==> config.mk <==
export PLATFORM = sky130hd
export DESIGN_NAME = irq_hub_apb
export DESIGN_NICKNAME = d
export VERILOG_FILES = /design/src/rtl/irqh_pkg.sv /design/src/rtl/irqh_sync.sv /design/src/rtl/irqh_regs.sv /design/src/rtl/irqh_gate.sv /design/src/rtl/irq_hub_apb.sv
export SDC_FILE = /design/constraint.sdc
export NUM_CORES = 1
export LEC_CHECK = 0
export ABC_AREA = 1
export BUFFER_PORTS_ARGS = -buffer_cell sky130_fd_sc_hd__buf_4
export CORE_MARGIN = 2
export CORE_UTILIZATION = 56
export CTS_CLUSTER_SIZE = 16
export DETAILED_ROUTE_END_ITERATION = 7
export GPL_ROUTABILITY_DRIVEN = 0
export PLACE_DENSITY = 0.91
export SLEW_MARGIN = 20
export SYNTH_ARGS = -nofsm -noshare
export SYNTH_HDL_FRONTEND = slang
export SYNTH_SLANG_ARGS = --single-unit
==> constraint.sdc <==
create_clock -name clk -period 1.39 [get_ports clk]
set_clock_uncertainty 0.1 [all_clocks]
set_input_delay 0 -clock clk [delete_from_list [all_inputs] [get_ports clk]]
set_output_delay 0 -clock clk [all_outputs]
set_load 0.01 [all_outputs]
==> src/rtl/irqh_pkg.sv <==
package irqh_pkg;
  localparam int unsigned MAX_SRC  = 64;
  localparam int unsigned DATA_W   = 32;
  localparam logic [7:0] OFS_EN_LO  = 8'h00;
  localparam logic [7:0] OFS_EN_HI  = 8'h04;
  localparam logic [7:0] OFS_MSK_LO = 8'h08;
  localparam logic [7:0] OFS_MSK_HI = 8'h0C;
  localparam logic [7:0] OFS_PND_LO = 8'h30;
  localparam logic [7:0] OFS_PND_HI = 8'h34;

  // Ones in the positions of implemented lines.
  function automatic logic [MAX_SRC-1:0] impl_bits(input int unsigned n);
    logic [MAX_SRC-1:0] m;
    for (int i = 0; i < MAX_SRC; i++) m[i] = (i < n);
    return m;
  endfunction

  // Pending = synchronized level AND enabled AND not masked.
  function automatic logic [MAX_SRC-1:0] gate_bits(input logic [MAX_SRC-1:0] lvl,
                                                   input logic [MAX_SRC-1:0] en,
                                                   input logic [MAX_SRC-1:0] msk);
    return lvl & en & ~msk;
  endfunction
endpackage

==> src/rtl/irqh_sync.sv <==
module irqh_sync #(
  parameter int unsigned W = 8
) (
  input  logic         clk,
  input  logic         rst_n,
  input  logic [W-1:0] d_i,
  output logic [W-1:0] q_o
);
  logic [W-1:0] stage1_q, stage2_q;

  always_ff @(posedge clk or negedge rst_n) begin
    if (!rst_n) begin
      stage1_q <= '0;
      stage2_q <= '0;
    end else begin
      stage1_q <= d_i;
      stage2_q <= stage1_q;
    end
  end

  assign q_o = stage2_q;
endmodule

==> src/rtl/irqh_regs.sv <==
module irqh_regs #(
  parameter int unsigned NUM_SRC = 40
) (
  input  logic                      clk,
  input  logic                      rst_n,
  input  logic                      we_en_lo,
  input  logic                      we_en_hi,
  input  logic                      we_msk_lo,
  input  logic                      we_msk_hi,
  input  logic [irqh_pkg::DATA_W-1:0] wdata,
  output logic [irqh_pkg::MAX_SRC-1:0] en_o,
  output logic [irqh_pkg::MAX_SRC-1:0] msk_o
);
  localparam int unsigned DW = irqh_pkg::DATA_W;

  for (genvar i = 0; i < irqh_pkg::MAX_SRC; i++) begin : g_bit
    if (i < NUM_SRC) begin : g_impl
      logic en_q, msk_q, we_e, we_m;
      if (i < DW) begin : g_lo
        assign we_e = we_en_lo;
        assign we_m = we_msk_lo;
      end else begin : g_hi
        assign we_e = we_en_hi;
        assign we_m = we_msk_hi;
      end
      always_ff @(posedge clk or negedge rst_n) begin
        if (!rst_n) begin
          en_q  <= 1'b0;
          msk_q <= 1'b0;
        end else begin
          if (we_e) en_q  <= wdata[i % DW];
          if (we_m) msk_q <= wdata[i % DW];
        end
      end
      assign en_o[i]  = en_q;
      assign msk_o[i] = msk_q;
    end else begin : g_absent
      assign en_o[i]  = 1'b0;
      assign msk_o[i] = 1'b0;
    end
  end
endmodule

==> src/rtl/irqh_gate.sv <==
module irqh_gate (
  input  logic                         clk,
  input  logic                         rst_n,
  input  logic [irqh_pkg::MAX_SRC-1:0] lvl_i,
  input  logic [irqh_pkg::MAX_SRC-1:0] en_i,
  input  logic [irqh_pkg::MAX_SRC-1:0] msk_i,
  output logic [irqh_pkg::MAX_SRC-1:0] pend_o,
  output logic                         any_pend_o,
  output logic                         irq_o
);
  logic irq_q;

  assign pend_o     = irqh_pkg::gate_bits(lvl_i, en_i, msk_i);
  assign any_pend_o = |pend_o;

  always_ff @(posedge clk or negedge rst_n) begin
    if (!rst_n) irq_q <= 1'b0;
    else        irq_q <= any_pend_o;
  end

  assign irq_o = irq_q;
endmodule

==> src/rtl/irq_hub_apb.sv <==
module irq_hub_apb #(
  parameter int unsigned NUM_SRC = 40,
  parameter int unsigned ADDR_W  = 8
) (
  input  logic               clk,
  input  logic               rst_n,
  input  logic               psel,
  input  logic               penable,
  input  logic               pwrite,
  input  logic [ADDR_W-1:0]  paddr,
  input  logic [31:0]        pwdata,
  output logic [31:0]        prdata,
  output logic               pready,
  output logic               pslverr,
  input  logic [NUM_SRC-1:0] src_i,
  output logic               irq_o
);
  import irqh_pkg::*;
  localparam int unsigned MS = MAX_SRC;
  localparam int unsigned DW = DATA_W;

  logic [NUM_SRC-1:0] src_sync;
  logic [MS-1:0]      lvl, en_q, msk_q, pend;
  logic               any_pend;
  logic               wr_access;
  logic               hit_en_lo, hit_en_hi, hit_msk_lo, hit_msk_hi, hit_pnd_lo, hit_pnd_hi;

  // Address decode, shared by the write enables and the read mux.
  assign hit_en_lo  = (paddr == ADDR_W'(OFS_EN_LO));
  assign hit_en_hi  = (paddr == ADDR_W'(OFS_EN_HI));
  assign hit_msk_lo = (paddr == ADDR_W'(OFS_MSK_LO));
  assign hit_msk_hi = (paddr == ADDR_W'(OFS_MSK_HI));
  assign hit_pnd_lo = (paddr == ADDR_W'(OFS_PND_LO));
  assign hit_pnd_hi = (paddr == ADDR_W'(OFS_PND_HI));
  assign wr_access  = psel & penable & pwrite;

  irqh_sync #(.W(NUM_SRC)) u_sync (
    .clk(clk), .rst_n(rst_n), .d_i(src_i), .q_o(src_sync)
  );

  if (NUM_SRC < MS) begin : g_pad
    assign lvl = {{(MS-NUM_SRC){1'b0}}, src_sync};
  end else begin : g_full
    assign lvl = src_sync;
  end

  irqh_regs #(.NUM_SRC(NUM_SRC)) u_regs (
    .clk(clk), .rst_n(rst_n),
    .we_en_lo (wr_access & hit_en_lo),
    .we_en_hi (wr_access & hit_en_hi),
    .we_msk_lo(wr_access & hit_msk_lo),
    .we_msk_hi(wr_access & hit_msk_hi),
    .wdata(pwdata),
    .en_o(en_q), .msk_o(msk_q)
  );

  irqh_gate u_gate (
    .clk(clk), .rst_n(rst_n),
    .lvl_i(lvl), .en_i(en_q), .msk_i(msk_q),
    .pend_o(pend), .any_pend_o(any_pend), .irq_o(irq_o)
  );

  always_comb begin
    prdata = '0;
    if (psel && !pwrite) begin
      unique case (1'b1)
        hit_en_lo:  prdata = en_q[DW-1:0];
        hit_en_hi:  prdata = en_q[MS-1:DW];
        hit_msk_lo: prdata = msk_q[DW-1:0];
        hit_msk_hi: prdata = msk_q[MS-1:DW];
        hit_pnd_lo: prdata = pend[DW-1:0];
        hit_pnd_hi: prdata = pend[MS-1:DW];
        default:    prdata = '0;
      endcase
    end
  end

  assign pready  = 1'b1;
  assign pslverr = 1'b0;
endmodule

==> Flow_metrics.wiki <==
{| class="wikitable"
! Metric !! Value
|-
| Startpoint of the most critical register-to-register path || u_regs.g_bit[23].g_impl.en_q
|-
| Parity-gate share of the synthesized area counting xor and xnor cells || 0%
|-
| HPWL after detailed placement || 10900 µm
|-
| Critical path capture point || prdata[0]
|-
| Layout Nets || 1127
|-
| Sequential cell area fraction in the yosys report || 59.8%
|-
| Fmax achieved || 530 MHz
|-
| Vias after detailed routing || 7521
|-
| Iteration-0 DRC Markers || 1336
|-
| # IOs || 120
|-
| Number of detailed-route iterations in the first pass || 6
|-
| Number of cells produced by synthesis || 752
|-
| Number of nets still failing antenna checks after routing || 0
|-
| Logic depth of the worst setup path including buffers || 9
|-
| Detailed-route wire length per cell || 23.0 µm
|-
| Via density per instance || 6.26
|-
| Fill cell instance count of the final layout || 482
|-
| Clock sinks || 161
|-
| Cell type group with the largest total delay on the critical path || simple AND/OR/NAND/NOR gates
|-
| Final Setup Violations || 33
|-
| Share of synthesized cell area in full adder, half adder and majority cells || 0%
|-
| Register-to-register setup slack || -0.17 ns
|-
| Result of the run || finished, violations left
|-
| Final Hold Slack || 0.0973 ns
|-
| Top library cells by usage in the layout, fill and taps aside || sky130_fd_sc_hd__nand2_1 (225), sky130_fd_sc_hd__buf_4 (203), sky130_fd_sc_hd__dfrtp_1 (161)
|-
| Number of antenna violations at the first check in global routing || 0
|-
| Multiplexer share of the synthesized area || 0%
|-
| Simple logic cell fraction of the synthesized area || 23.5%
|-
| Top_reg_cell synth || sky130_fd_sc_hd__dfrtp_1
|-
| Syn nets || 837
|-
| Clk root buf || sky130_fd_sc_hd__clkbuf_16
|-
| Largest family of logic cells by synthesized area || simple AND/OR/NAND/NOR gates
|-
| Power Internal || 0.00819 W
|-
| Post-synthesis compound-gate area fraction || 9.21%
|-
| Die outline area || 0.0129 mm²
|-
| CORE AREA || 0.0119 mm²
|-
| CP max-delay cell || sky130_fd_sc_hd__dfrtp_1
|-
| Grt total ovfl || 0
|-
| H-tree level count || 4
|-
| Fin worst setup slack || -0.496 ns
|-
| Proportion of power drawn by combinational gates || 7.6%
|-
| Total area of multi-input combinational cells || 0.00243 mm²
|-
| TritonCTS Buffers || 17
|-
| Number of unique standard cell types used by synthesis || 24
|-
| Worst setup SP type || register
|-
| Critical setup path kind || reg2out
|-
| Horizontal die dimension || 114 µm
|-
| Classification of the worst-slack hold path || in2reg
|-
| Fin crit period || 1.89 ns
|-
| Number of core rows || 40
|-
| Starting utilization of the core area || 56.8%
|-
| Switching pwr || 0.00254 W
|-
| Global-route wire length before repair || 36800 µm
|-
| Storage cell area || 0.00403 mm²
|-
| Clock Tree Buf Depth || 2
|-
| Part of the power in the clock network || 46.4%
|-
| Setup crit end kind || primary output
|-
| Critical Path RT || 1.29 ns
|-
| Worst Path Buf+Inv || 2
|-
| GRT Total Usage || 37.5%
|-
| Largest stage delay, worst path || 0.40 ns
|-
| Vias in the first global route || 7086
|-
| Leading cell type in the layout, fill and taps excluded || sky130_fd_sc_hd__nand2_1
|-
| Cell Pwr Density || 1050 mW/mm²
|-
| Share of async-settable or async-resettable flops after synthesis || 100%
|-
| Total Power Consumption || 0.0107 W
|-
| Synth-to-layout area growth || 50.9%
|-
| Violated checks || negative setup slack
|-
| Share of the clock period used by the worst path || 136%
|-
| Die H || 114 µm
|-
| Clock slew at the register clock pins of the worst setup and hold paths || 0.07 ns
|-
| Number of synthesized register bits || 161
|-
| CP cell instances || nand2_1 -> nor2_1 -> nand3_1 -> nand2_2 -> inv_2 -> nand2_2 -> nor2_2 -> nor2_2 -> buf_4
|-
| Cell area after synthesis || 0.00674 mm²
|-
| Number of max-cap violations || 0
|-
| Antenna cells || 0
|-
| Crit-path max FO || 2
|-
| Proportion of layout cells with a drive suffix above 1 || 33.6%
|-
| Mean Syn Cell Area || 8.96 µm²
|-
| Sw frac || 23.7%
|-
| Start point of the critical path || u_regs.g_bit[0].g_impl.en_q
|-
| Buffers added on ports || 117
|-
| Setup repair after global routing missed its margin || yes
|-
| Number of hold violations in the final report || 0
|-
| Final core utilization || 85.7%
|-
| Minimum setup slack after placement || -0.0494 ns
|-
| Register share of total power || 46.0%
|-
| Clk_lat worst skew || 0.45 ns
|-
| Largest net degree at the start of global routing || 53
|-
| Number of flops mapped to enable cells by yosys || 0
|-
| Synthesis Warnings || 0
|-
| Final wirelength || 27600 µm
|-
| Arrival time reported for the critical path endpoint || 1.79 ns
|-
| Peak ir drop on the vdd network || 0.856 mV
|-
| Number of cells on the worst reg-to-reg path || 8
|-
| Leakage dissipation || 5.03 nW
|-
| Final max-slew violation count || 0
|-
| Endpoint of the worst register-to-register path || u_gate.irq_o
|-
| Clock tree from TritonCTS || done
|-
| DRC violation count after routing || 0
|}
==> registers in the layout, indices dropped and copies added, names as in the netlist <==
signal	cells
u_sync.stage1_q	40
u_gate.irq_o	1
u_regs.g_bit.g_impl.en_q	40
u_sync.q_o	40
u_regs.g_bit.g_impl.msk_q	40
==> routing by layer <==
layer / routed length, µm / part of all wire, % / GRT usage (%) / up-vias
met3: 3410 / 12 / 9.14 / 297
met5: 0 / 0 / 0 / -
met2: 12600 / 46 / 61.2 / 816
met4: 2710 / 9.8 / 23.4 / 0
li1: - / - / - / 2924
met1: 8930 / 32 / 45.2 / 3484
==> cells in the mapped netlist, types with 5 or more instances <==
library cell               number  share of area, %
sky130_fd_sc_hd__buf_6          7               1.2
sky130_fd_sc_hd__inv_1         80               4.5
sky130_fd_sc_hd__nand3b_1      22               2.5
sky130_fd_sc_hd__buf_2         14               1.0
sky130_fd_sc_hd__a21oi_1       13              0.97
sky130_fd_sc_hd__o21ai_1       80               5.9
sky130_fd_sc_hd__nor2_4         5              0.84
sky130_fd_sc_hd__nor2_1        59               3.3
sky130_fd_sc_hd__o211ai_1       9               1.0
sky130_fd_sc_hd__buf_4          5              0.56
sky130_fd_sc_hd__nand2_2        5              0.46
sky130_fd_sc_hd__nand3_1       15               1.1
sky130_fd_sc_hd__nand2_1      232                13
sky130_fd_sc_hd__nor2_2        14               1.3
sky130_fd_sc_hd__dfrtp_1      161                60
sky130_fd_sc_hd__o21ai_0       14               1.0
==> metrics by stage <==
stage / TNS [ns] / cell area (µm²) / std cells
CTS: -4.53 / 9850 / 1181
global route: -11.00 / 10200 / 1202
detailed placement: -0.392 / 7990 / 1022
global placement: -0.0493 / 7990 / 1022
finish: -9.52 / 10200 / 1202
floorplan: 0 / 6740 / 752
==> worst min path at each step <==
stage,startpoint,end,slack [ns],cells past startpoint
2_1_floorplan,rst_n,u_gate.irq_o,-0.40,0
3_3_place_gp,rst_n,u_sync.stage1_q[3],-0.13,1
3_5_place_dp,rst_n,u_sync.stage1_q[3],-0.13,1
4_1_cts,src_i[25],u_sync.stage1_q[25],0.10,2
5_1_grt,src_i[18],u_sync.stage1_q[18],0.1,2
6_report,src_i[18],u_sync.stage1_q[18],0.1,2
==> power groups by stage <==
stage | clock (W) | combinational, W | sequential (W)
after detailed placement | 0 | 0.000514 | 0.00500
after global placement | 0 | 0.000503 | 0.00499
after floorplan | 0 | 0.000139 | 0.00498
after CTS | 0.00482 | 0.000720 | 0.00491
final | 0.00497 | 0.000818 | 0.00494
after global routing | 0.00518 | 0.000863 | 0.00494
==> logic make-up (layout without fill, tap and decap cells) <==
kind of cell,count (synthesis),count (layout)
simple gates,361,361
flops,161,161
compound gates,118,118
buf+inv,110,413
other cells,2,2
==> final cells by class <==
class                           instances  area share [%]
Clock buffer                           20            4.49
Clock inverter                         12            1.54
Inverter                               82            3.03
Multi-Input combinational cell        481            23.9
Sequential cell                       161            39.6
Tap cell                              147            1.81
Timing Repair Buffer                  299            25.6
==> timing repair <==
| action | 4_1_cts | 5_1_grt |
|---|---|---|
| setup buffers | 53 | 21 |
| hold endpoints to repair | 281 | 0 |
| gates resized for setup | 38 | 55 |
| hold buffers | 74 | 0 |
| setup endpoints to repair | 32 | 49 |
| pin swaps | 68 | 49 |
Power figures use the tool's default switching activity.
